File: config.mk
export PLATFORM = sky130hd
export DESIGN_NAME = msix_vector_ctrl
export DESIGN_NICKNAME = d
export VERILOG_FILES = /design/src/rtl/msix_pkg.sv /design/src/rtl/msix_table.sv /design/src/rtl/msix_pend.sv /design/src/rtl/msix_engine.sv /design/src/rtl/msix_vector_ctrl.sv
export SDC_FILE = /design/constraint.sdc
export NUM_CORES = 2
export LEC_CHECK = 0
export BUFFER_PORTS_ARGS = -buffer_cell sky130_fd_sc_hd__buf_4
export CORE_ASPECT_RATIO = 0.8
export CORE_UTILIZATION = 57
export CTS_CLUSTER_SIZE = 28
export DETAILED_ROUTE_END_ITERATION = 12
export PLACE_DENSITY = 0.88
export SLEW_MARGIN = 25
export SYNTH_ARGS = -nofsm -noshare
export SYNTH_HDL_FRONTEND = slang
export SYNTH_HIERARCHICAL = 1
export SYNTH_SLANG_ARGS = --single-unit
File: constraint.sdc
create_clock -name clk -period 3.3 [get_ports clk]
set_input_delay 0.165 -clock clk [delete_from_list [all_inputs] [get_ports clk]]
set_output_delay 0.165 -clock clk [all_outputs]
set_load 0.03 [all_outputs]
File: src/rtl/msix_pkg.sv
package msix_pkg;
  localparam int MSIX_MAX_VEC = 32;
  localparam int MSIX_VEC_W   = 5;

  typedef enum logic {
    ENG_IDLE = 1'b0,
    ENG_SCAN = 1'b1
  } eng_state_e;

  function automatic logic fn_func_mask(input logic en, input logic mask_all);
    return !en || mask_all;
  endfunction
endpackage

File: src/rtl/msix_table.sv
module msix_table #(
  parameter int NUM_VEC = 8,
  parameter int IW = (NUM_VEC > 1) ? $clog2(NUM_VEC) : 1
) (
  input  logic               clk,
  input  logic               rst_n,
  input  logic               wr_en,
  input  logic [9:0]         word_addr,
  input  logic [31:0]        wdata,
  output logic [31:0]        rdata,
  output logic [NUM_VEC-1:0] vmask,
  input  logic [IW-1:0]      sel_idx,
  output logic [63:0]        sel_addr,
  output logic [31:0]        sel_data,
  output logic               wr_clr,
  output logic [IW-1:0]      wr_vec
);
  logic [31:0] lo_q  [NUM_VEC];
  logic [31:0] hi_q  [NUM_VEC];
  logic [31:0] dat_q [NUM_VEC];
  logic [NUM_VEC-1:0] msk_q;

  logic [7:0]    ent_idx;
  logic [1:0]    wsel;
  logic          ent_ok;
  logic [IW-1:0] ri;

  assign ent_idx = word_addr[9:2];
  assign wsel    = word_addr[1:0];
  assign ent_ok  = (int'(ent_idx) < NUM_VEC);
  assign ri      = ent_idx[IW-1:0];

  for (genvar g = 0; g < NUM_VEC; g++) begin : g_ent
    always_ff @(posedge clk or negedge rst_n) begin
      if (!rst_n) begin
        lo_q[g]  <= '0;
        hi_q[g]  <= '0;
        dat_q[g] <= '0;
        msk_q[g] <= 1'b1;
      end else if (wr_en && (int'(ent_idx) == g)) begin
        case (wsel)
          2'd0:    lo_q[g]  <= wdata;
          2'd1:    hi_q[g]  <= wdata;
          2'd2:    dat_q[g] <= wdata;
          default: msk_q[g] <= wdata[0];
        endcase
      end
    end
  end

  always_comb begin
    rdata = '0;
    if (ent_ok) begin
      case (wsel)
        2'd0:    rdata = lo_q[ri];
        2'd1:    rdata = hi_q[ri];
        2'd2:    rdata = dat_q[ri];
        default: rdata = {31'b0, msk_q[ri]};
      endcase
    end
  end

  assign vmask    = msk_q;
  assign sel_addr = {hi_q[sel_idx], lo_q[sel_idx]};
  assign sel_data = dat_q[sel_idx];
  assign wr_vec   = ri;
  assign wr_clr   = wr_en && ent_ok && (wsel == 2'd3) && msk_q[ri] && !wdata[0];
endmodule

File: src/rtl/msix_pend.sv
module msix_pend #(
  parameter int NUM_VEC = 8,
  parameter int IW = (NUM_VEC > 1) ? $clog2(NUM_VEC) : 1
) (
  input  logic               clk,
  input  logic               rst_n,
  input  logic               set_en,
  input  logic [IW-1:0]      set_idx,
  input  logic               clr_en,
  input  logic [IW-1:0]      clr_idx,
  input  logic [NUM_VEC-1:0] inuse,
  output logic [NUM_VEC-1:0] pend
);
  logic [NUM_VEC-1:0] pend_q;
  logic [NUM_VEC-1:0] inuse_q;

  always_ff @(posedge clk or negedge rst_n) begin
    if (!rst_n) inuse_q <= '0;
    else        inuse_q <= inuse;
  end

  for (genvar g = 0; g < NUM_VEC; g++) begin : g_bit
    always_ff @(posedge clk or negedge rst_n) begin
      if (!rst_n) begin
        pend_q[g] <= 1'b0;
      end else if ((clr_en && (int'(clr_idx) == g)) || (inuse_q[g] && !inuse[g])) begin
        pend_q[g] <= 1'b0;
      end else if (set_en && (int'(set_idx) == g)) begin
        pend_q[g] <= 1'b1;
      end
    end
  end

  assign pend = pend_q;

  AST_PEND_NEEDS_USE: assert property (@(posedge clk) disable iff (!rst_n) (pend_q & ~inuse_q) == '0);
endmodule

File: src/rtl/msix_engine.sv
module msix_engine
  import msix_pkg::*;
#(
  parameter int NUM_VEC = 8,
  parameter int IW = (NUM_VEC > 1) ? $clog2(NUM_VEC) : 1
) (
  input  logic                  clk,
  input  logic                  rst_n,
  input  logic                  ctl_en,
  input  logic                  ctl_mall,
  input  logic                  irq_valid,
  input  logic [MSIX_VEC_W-1:0] irq_vec,
  output logic                  irq_ready,
  input  logic                  bus_wr,
  input  logic                  wr_clr,
  input  logic [IW-1:0]         wr_vec,
  input  logic [NUM_VEC-1:0]    vmask,
  input  logic [NUM_VEC-1:0]    pend,
  input  logic [NUM_VEC-1:0]    inuse,
  output logic [IW-1:0]         sel_idx,
  input  logic [63:0]           sel_addr,
  input  logic [31:0]           sel_data,
  output logic                  pset_en,
  output logic [IW-1:0]         pset_idx,
  output logic                  pclr_en,
  output logic [IW-1:0]         pclr_idx,
  output logic                  msg_req,
  input  logic                  msg_ack,
  output logic [63:0]           msg_addr,
  output logic [31:0]           msg_data,
  output logic                  busy
);
  localparam logic [IW-1:0] LAST = IW'(NUM_VEC - 1);

  eng_state_e         state_q;
  logic [IW-1:0]      ptr_q;
  logic               rescan_q;
  logic [1:0]         ctl_q;
  logic               fmask;
  logic [NUM_VEC-1:0] masked;
  logic               ctl_chg;
  logic               idle;
  logic [IW-1:0]      iv;
  logic               irq_take;
  logic               irq_ok;
  logic               direct;
  logic               direct_go;
  logic               direct_defer;
  logic               scan_hit;
  logic               irq_send;
  logic               issue;

  assign fmask   = fn_func_mask(ctl_en, ctl_mall);
  assign masked  = vmask | {NUM_VEC{fmask}};
  assign ctl_chg = ({ctl_en, ctl_mall} != ctl_q);
  assign idle    = (state_q == ENG_IDLE) && !rescan_q && !msg_req && !ctl_chg;

  assign irq_ready = idle && !bus_wr;
  assign iv        = irq_vec[IW-1:0];
  assign irq_take  = irq_valid && irq_ready;
  assign irq_ok    = (int'(irq_vec) < NUM_VEC) && inuse[iv];
  assign irq_send  = irq_take && irq_ok && !masked[iv];

  assign direct       = wr_clr && pend[wr_vec] && !fmask;
  assign direct_go    = direct && idle;
  assign direct_defer = direct && !idle;

  assign scan_hit = (state_q == ENG_SCAN) && !msg_req && pend[ptr_q] && !masked[ptr_q];
  assign issue    = scan_hit || direct_go || irq_send;

  always_comb begin
    if (state_q == ENG_SCAN) sel_idx = ptr_q;
    else if (bus_wr)         sel_idx = wr_vec;
    else                     sel_idx = iv;
  end

  assign pset_en  = irq_take && irq_ok && masked[iv];
  assign pset_idx = iv;
  assign pclr_en  = scan_hit || direct_go;
  assign pclr_idx = (state_q == ENG_SCAN) ? ptr_q : wr_vec;

  always_ff @(posedge clk or negedge rst_n) begin
    if (!rst_n) begin
      state_q  <= ENG_IDLE;
      ptr_q    <= '0;
      rescan_q <= 1'b0;
      ctl_q    <= 2'b00;
      msg_req  <= 1'b0;
      msg_addr <= '0;
      msg_data <= '0;
    end else begin
      ctl_q <= {ctl_en, ctl_mall};
      if (ctl_chg) begin
        state_q <= ENG_SCAN;
        ptr_q   <= '0;
      end else if (state_q == ENG_SCAN) begin
        if (!msg_req) begin
          if (ptr_q == LAST) begin
            if (rescan_q) begin
              ptr_q    <= '0;
              rescan_q <= 1'b0;
            end else begin
              state_q <= ENG_IDLE;
            end
          end else begin
            ptr_q <= ptr_q + 1'b1;
          end
        end
      end else if (rescan_q && !msg_req) begin
        state_q  <= ENG_SCAN;
        ptr_q    <= '0;
        rescan_q <= 1'b0;
      end
      if (direct_defer) rescan_q <= 1'b1;

      if (issue) begin
        msg_req  <= 1'b1;
        msg_addr <= sel_addr;
        msg_data <= sel_data;
      end else if (msg_ack) begin
        msg_req <= 1'b0;
      end
    end
  end

  assign busy = (state_q == ENG_SCAN) || rescan_q;

  AST_MSG_HOLD: assert property (@(posedge clk) disable iff (!rst_n) (msg_req && !msg_ack) |=> (msg_req && $stable(msg_addr) && $stable(msg_data)));
  AST_READY_QUIET: assert property (@(posedge clk) disable iff (!rst_n) irq_ready |-> (!busy && !msg_req && !bus_wr));
  AST_NO_STRANDED_PEND: assert property (@(posedge clk) disable iff (!rst_n) ((state_q == ENG_IDLE) && !rescan_q && !ctl_chg) |-> ((pend & ~masked) == '0));
  AST_SCAN_PTR_RANGE: assert property (@(posedge clk) disable iff (!rst_n) (state_q == ENG_SCAN) |-> (int'(ptr_q) < NUM_VEC));
  AST_MASKED_NO_SEND: assert property (@(posedge clk) disable iff (!rst_n) pset_en |-> !issue);
endmodule

File: src/rtl/msix_vector_ctrl.sv
module msix_vector_ctrl
  import msix_pkg::*;
#(
  parameter int NUM_VEC = 8
) (
  input  logic                  clk,
  input  logic                  rst_n,
  input  logic                  bus_wr,
  input  logic [11:0]           bus_addr,
  input  logic [31:0]           bus_wdata,
  output logic [31:0]           bus_rdata,
  input  logic                  ctl_enable,
  input  logic                  ctl_mask_all,
  input  logic [NUM_VEC-1:0]    vec_in_use,
  input  logic                  irq_valid,
  output logic                  irq_ready,
  input  logic [MSIX_VEC_W-1:0] irq_vec,
  output logic                  msg_req,
  input  logic                  msg_ack,
  output logic [63:0]           msg_addr,
  output logic [31:0]           msg_data,
  output logic                  busy
);
  localparam int IW = (NUM_VEC > 1) ? $clog2(NUM_VEC) : 1;

  logic               unused_addr_lsb;
  logic [31:0]        tbl_rdata;
  logic [31:0]        pend_word;
  logic [NUM_VEC-1:0] vmask;
  logic [NUM_VEC-1:0] pend;
  logic [IW-1:0]      sel_idx;
  logic [63:0]        sel_addr;
  logic [31:0]        sel_data;
  logic               wr_clr;
  logic [IW-1:0]      wr_vec;
  logic               pset_en;
  logic [IW-1:0]      pset_idx;
  logic               pclr_en;
  logic [IW-1:0]      pclr_idx;
  logic               tbl_wr;

  assign unused_addr_lsb = ^bus_addr[1:0];
  assign tbl_wr = bus_wr && !bus_addr[11];

  msix_table #(.NUM_VEC(NUM_VEC), .IW(IW)) u_table (
    .clk       (clk),
    .rst_n     (rst_n),
    .wr_en     (tbl_wr),
    .word_addr (bus_addr[11:2]),
    .wdata     (bus_wdata),
    .rdata     (tbl_rdata),
    .vmask     (vmask),
    .sel_idx   (sel_idx),
    .sel_addr  (sel_addr),
    .sel_data  (sel_data),
    .wr_clr    (wr_clr),
    .wr_vec    (wr_vec)
  );

  msix_pend #(.NUM_VEC(NUM_VEC), .IW(IW)) u_pend (
    .clk     (clk),
    .rst_n   (rst_n),
    .set_en  (pset_en),
    .set_idx (pset_idx),
    .clr_en  (pclr_en),
    .clr_idx (pclr_idx),
    .inuse   (vec_in_use),
    .pend    (pend)
  );

  msix_engine #(.NUM_VEC(NUM_VEC), .IW(IW)) u_engine (
    .clk       (clk),
    .rst_n     (rst_n),
    .ctl_en    (ctl_enable),
    .ctl_mall  (ctl_mask_all),
    .irq_valid (irq_valid),
    .irq_vec   (irq_vec),
    .irq_ready (irq_ready),
    .bus_wr    (bus_wr),
    .wr_clr    (wr_clr),
    .wr_vec    (wr_vec),
    .vmask     (vmask),
    .pend      (pend),
    .inuse     (vec_in_use),
    .sel_idx   (sel_idx),
    .sel_addr  (sel_addr),
    .sel_data  (sel_data),
    .pset_en   (pset_en),
    .pset_idx  (pset_idx),
    .pclr_en   (pclr_en),
    .pclr_idx  (pclr_idx),
    .msg_req   (msg_req),
    .msg_ack   (msg_ack),
    .msg_addr  (msg_addr),
    .msg_data  (msg_data),
    .busy      (busy)
  );

  always_comb begin
    pend_word = '0;
    pend_word[NUM_VEC-1:0] = pend;
  end

  always_comb begin
    if (bus_addr[11]) bus_rdata = (bus_addr[10:2] == '0) ? pend_word : '0;
    else              bus_rdata = tbl_rdata;
  end

  AST_PEND_RO: assert property (@(posedge clk) disable iff (!rst_n) (bus_wr && bus_addr[11]) |=> $stable(vmask));
endmodule

==> flow_summary.json <==
{
  "synth_area_um2": 47400,
  "synth_edf_count": 0,
  "vias_per_cell": 6.978,
  "wl_mm": 138.0,
  "synth.area.top_cells": "dfrtp_1 47%, mux2_2 22%, mux4_2 15%, mux2_4 1.6%, clkbuf_1 1.6%",
  "crit_type": "reg2reg",
  "yosysSeqAreaShare": 0.4733,
  "syn_area_per_cell_um2": 14.85,
  "cp_common_cell": "mux2_2",
  "ys.flop_type": "dfrtp_1",
  "clock_latency_ns": 0.68,
  "drtIter0Drc": 3835,
  "grt_overflow_total": 0,
  "die_w_um": 324.4,
  "cp_max_fo": 25,
  "pwr-share-comb": 0.076,
  "cts_sinks": 896,
  "ant_nets": 0,
  "grt_max_degree": 119,
  "place_congestion": 0.8742,
  "port_buffers": 192,
  "p_leak_nw": 25.34,
  "clock.fmax_mhz": 307.9,
  "synth_top_area_share": 0.4688,
  "final_core_util": 0.6618,
  "total_power_mw": 24.00,
  "clk_pin_slew_ns": 0.06,
  "syn_nets": 3258,
  "required_ns": 3.84,
  "final_hold_viol_count": 0,
  "power_frac_seq": 0.464,
  "max_stage_delay_ns": 0.58,
  "drc": 0,
  "synthTopCellsByCount": "922 x mux2_2, 888 x dfrtp_1, 324 x mux4_2",
  "dieArea_um2": 84320,
  "num_antenna_cells": 0,
  "detail_route.wl_per_cell_um": 30.42,
  "synth_cells": 3192,
  "pre_cts_slack_ns": 0.05220,
  "internal-power_mw": 18.27,
  "numCtsBuffers": 89,
  "fin_tns_setup_ns": 0,
  "dr.pass1.iters": 8,
  "crit_arrival_ns": 3.79,
  "drive_above_1_share": 0.5460,
  "cap_violations": 0,
  "crit_family": "simple AND/OR/NAND/NOR gates",
  "grt_pass1_wl_mm": 209.5,
  "outcome": "finished, final reports clean",
  "syn_to_final_growth_pct": 14.96,
  "hold_class": "in2reg",
  "setup_violations": 0,
  "hpwl_mm": 81.88,
  "slew_viol_final": 0,
  "worstSetupStartpointType": "flip-flop",
  "io_pins": 195,
  "endpoint_kind": "flip-flop",
  "initial_core_util": 0.5757,
  "min_period_ns": 3.248,
  "grt_pass1_vias": 33243,
  "synth_warnings": 6,
  "worst_slack_ns": 0.05177,
  "num_rows": 94,
  "finClkSkew_ns": 0.04043,
  "die_h_um": 259.9,
  "relSlewSlack": 0.3242,
  "p_sw_mw": 5.722,
  "num-nets-final": 3426,
  "coreArea_um2": 82330,
  "vdd_drop_max_uv": 404.1,
  "vias": 31653,
  "crit_chain": "mux4_2 > mux2_2 > nand2_1 > nor4_1 > inv_1 > a311oi_2 > or4b_4 > nand3_4 > buf_12 > buf_16 > mux2_2",
  "yosysUniqueCellTypes": 68,
  "rsz0062_at_grt": "false",
  "ctsRootBufferMaster": "clkbuf_16",
  "tightest_slew_ns": 1.014,
  "async_flop_share": 1.000,
  "crit_slowest_cell": "dfstp_2",
  "cts_buffer_depth": 3,
  "cts_max_level": 3,
  "cts_tree": "built",
  "fin_crit_sh": 0.9843,
  "critPathBufInv": 3,
  "synth.most_common_cell": "mux2_2",
  "clkPwrFrac": 0.460,
  "p_sw_frac": 0.2384,
  "antenna_found_initial": 2,
  "ys_seq_elements": 896,
  "grtUsageTotal": 0.3278,
  "power.density_nw_per_um2": 440.4,
  "synth_area_leader_cell": "dfrtp_1"
}
[tightest hold or removal path, delay by kind of cell]
kind / cells / cell delay (ns)
buffers and inverters: 1 / 0.17
AO/OA/AOI/OAI: 2 / 0.30
[path summary, 6_finish.rpt]
check	slack, ns	from	end	cells after the start
setup / recovery	0.05	u_table/vmask[6]	u_engine/msg_addr[15]	11
hold / removal	0.04	irq_vec[1]	u_pend/pend[7]	3
setup reg to reg	0.05	u_table/vmask[6]	u_engine/msg_addr[15]	11
hold reg to reg	0.49	u_engine/msg_addr[58]	u_engine/msg_addr[58]	1
max in group asynchronous	2.10	rst_n	u_table/hi_q[54]	4
min in group asynchronous	0.12	rst_n	u_table/hi_q[2]	2
[state kept, by name, indices dropped and copies added, names as in the netlist]
signal and count:
u_table/dat_q 256, u_table/hi_q 256, u_table/lo_q 256, u_engine/msg_addr 64
u_engine/msg_data 32, u_pend/inuse_q 8, u_pend/pend 8, u_table/vmask 8
u_engine/ptr_q 3, u_engine/ctl_q 2, u_engine/msg_req 1, u_engine/rescan_q 1
u_engine/state_q 1
[per-layer routing]
layer  vias to the layer above  global-route usage  routed length, µm
li1                      12587                   -                  -
met1                     16539              0.4447              52090
met2                      2062              0.5032              63230
met3                       461             0.08749              16050
met4                         4              0.1392               6573
met5                         -                   0                 29
[power groups by stage]
stage	Clock, mW	Combinational, mW	Sequential, mW
2_1_floorplan	0	0.967	11.3
3_3_place_gp	0	1.72	11.3
3_5_place_dp	0	1.74	11.3
4_1_cts	11.1	1.80	11.1
5_1_grt	11.6	1.92	11.1
6_report	11.0	1.82	11.1
[final cells by class]
class,count,area [µm²]
Clock buffer,120,2535
Inverter,18,70.07
Timing Repair Buffer,402,3914
Sequential cell,896,22430
Tap cell,1104,1381
Multi-Input combinational cell,1953,23520
Fill cell,5326,27840
Clock inverter,43,638.1
[per-stage QoR]
step / instances / instance area (µm²) / hold WS, ns
floorplan: 3192 / 47400 / -0.1306
global placement: 4323 / 50750 / 0.2255
detailed placement: 4323 / 50750 / 0.2278
CTS: 4530 / 54360 / 0.001828
global route: 4536 / 54490 / 0.04375
finish: 4536 / 54490 / 0.03756
[cells by family (layout without fill, tap and decap cells)]
group	after synthesis	after routing	share of synthesized area
AO/OA/AOI/OAI	267	267	0.04047
flip-flops	896	896	0.4733
AND/OR/NAND/NOR	283	283	0.03928
buffers and inverters	343	583	0.03416
multiplexers	1399	1399	0.4119
adder cells (fa/ha/maj)	2	2	0.0005279
XOR/XNOR	2	2	0.0003697
[cells in the final DEF, fill, tap and decap left out, types with 5 or more instances in the layout]
master         netlist  layout
a21oi_1             49      49
a22oi_1             17      17
a2bb2oi_1            5       5
a31oi_1             33      33
and3b_1             14      14
buf_12               2      55
buf_4               38     296
bufinv_16            0      14
clkbuf_1           199      13
clkbuf_16            0      92
clkbuf_8             0      17
clkinv_2             0      17
dfrtp_1            888     888
dfstp_2              8       8
dlygate4sd3_1        0      44
inv_1               18      17
mux2_1              49      49
mux2_2             922     922
mux2_4              50      50
mux2i_1             54      54
mux4_2             324     324
nand2_1             51      50
nand2b_1            25      25
nand3_1             54      51
nand4_1              5       5
nor2_1              12      12
nor2b_1             38      36
nor3_1               5       5
nor3_4               8       8
nor3b_1             12      11
nor4_1               5       5
nor4_4               2       9
nor4bb_1             7       5
o21ai_0             27      24
o221a_2              5       5
o22ai_1             46      46
o2bb2ai_1           59      59
o41ai_2              8       8
[what timing repair did]
item / in CTS / in global routing
gates resized for setup: 0 / 3
endpoints found under the setup margin: 0 / 22
hold endpoints to repair: 826 / 0
hold buffers: 44 / 0
buffers inserted: 0 / 4
Note: power is estimated with default switching activity, not from simulation.
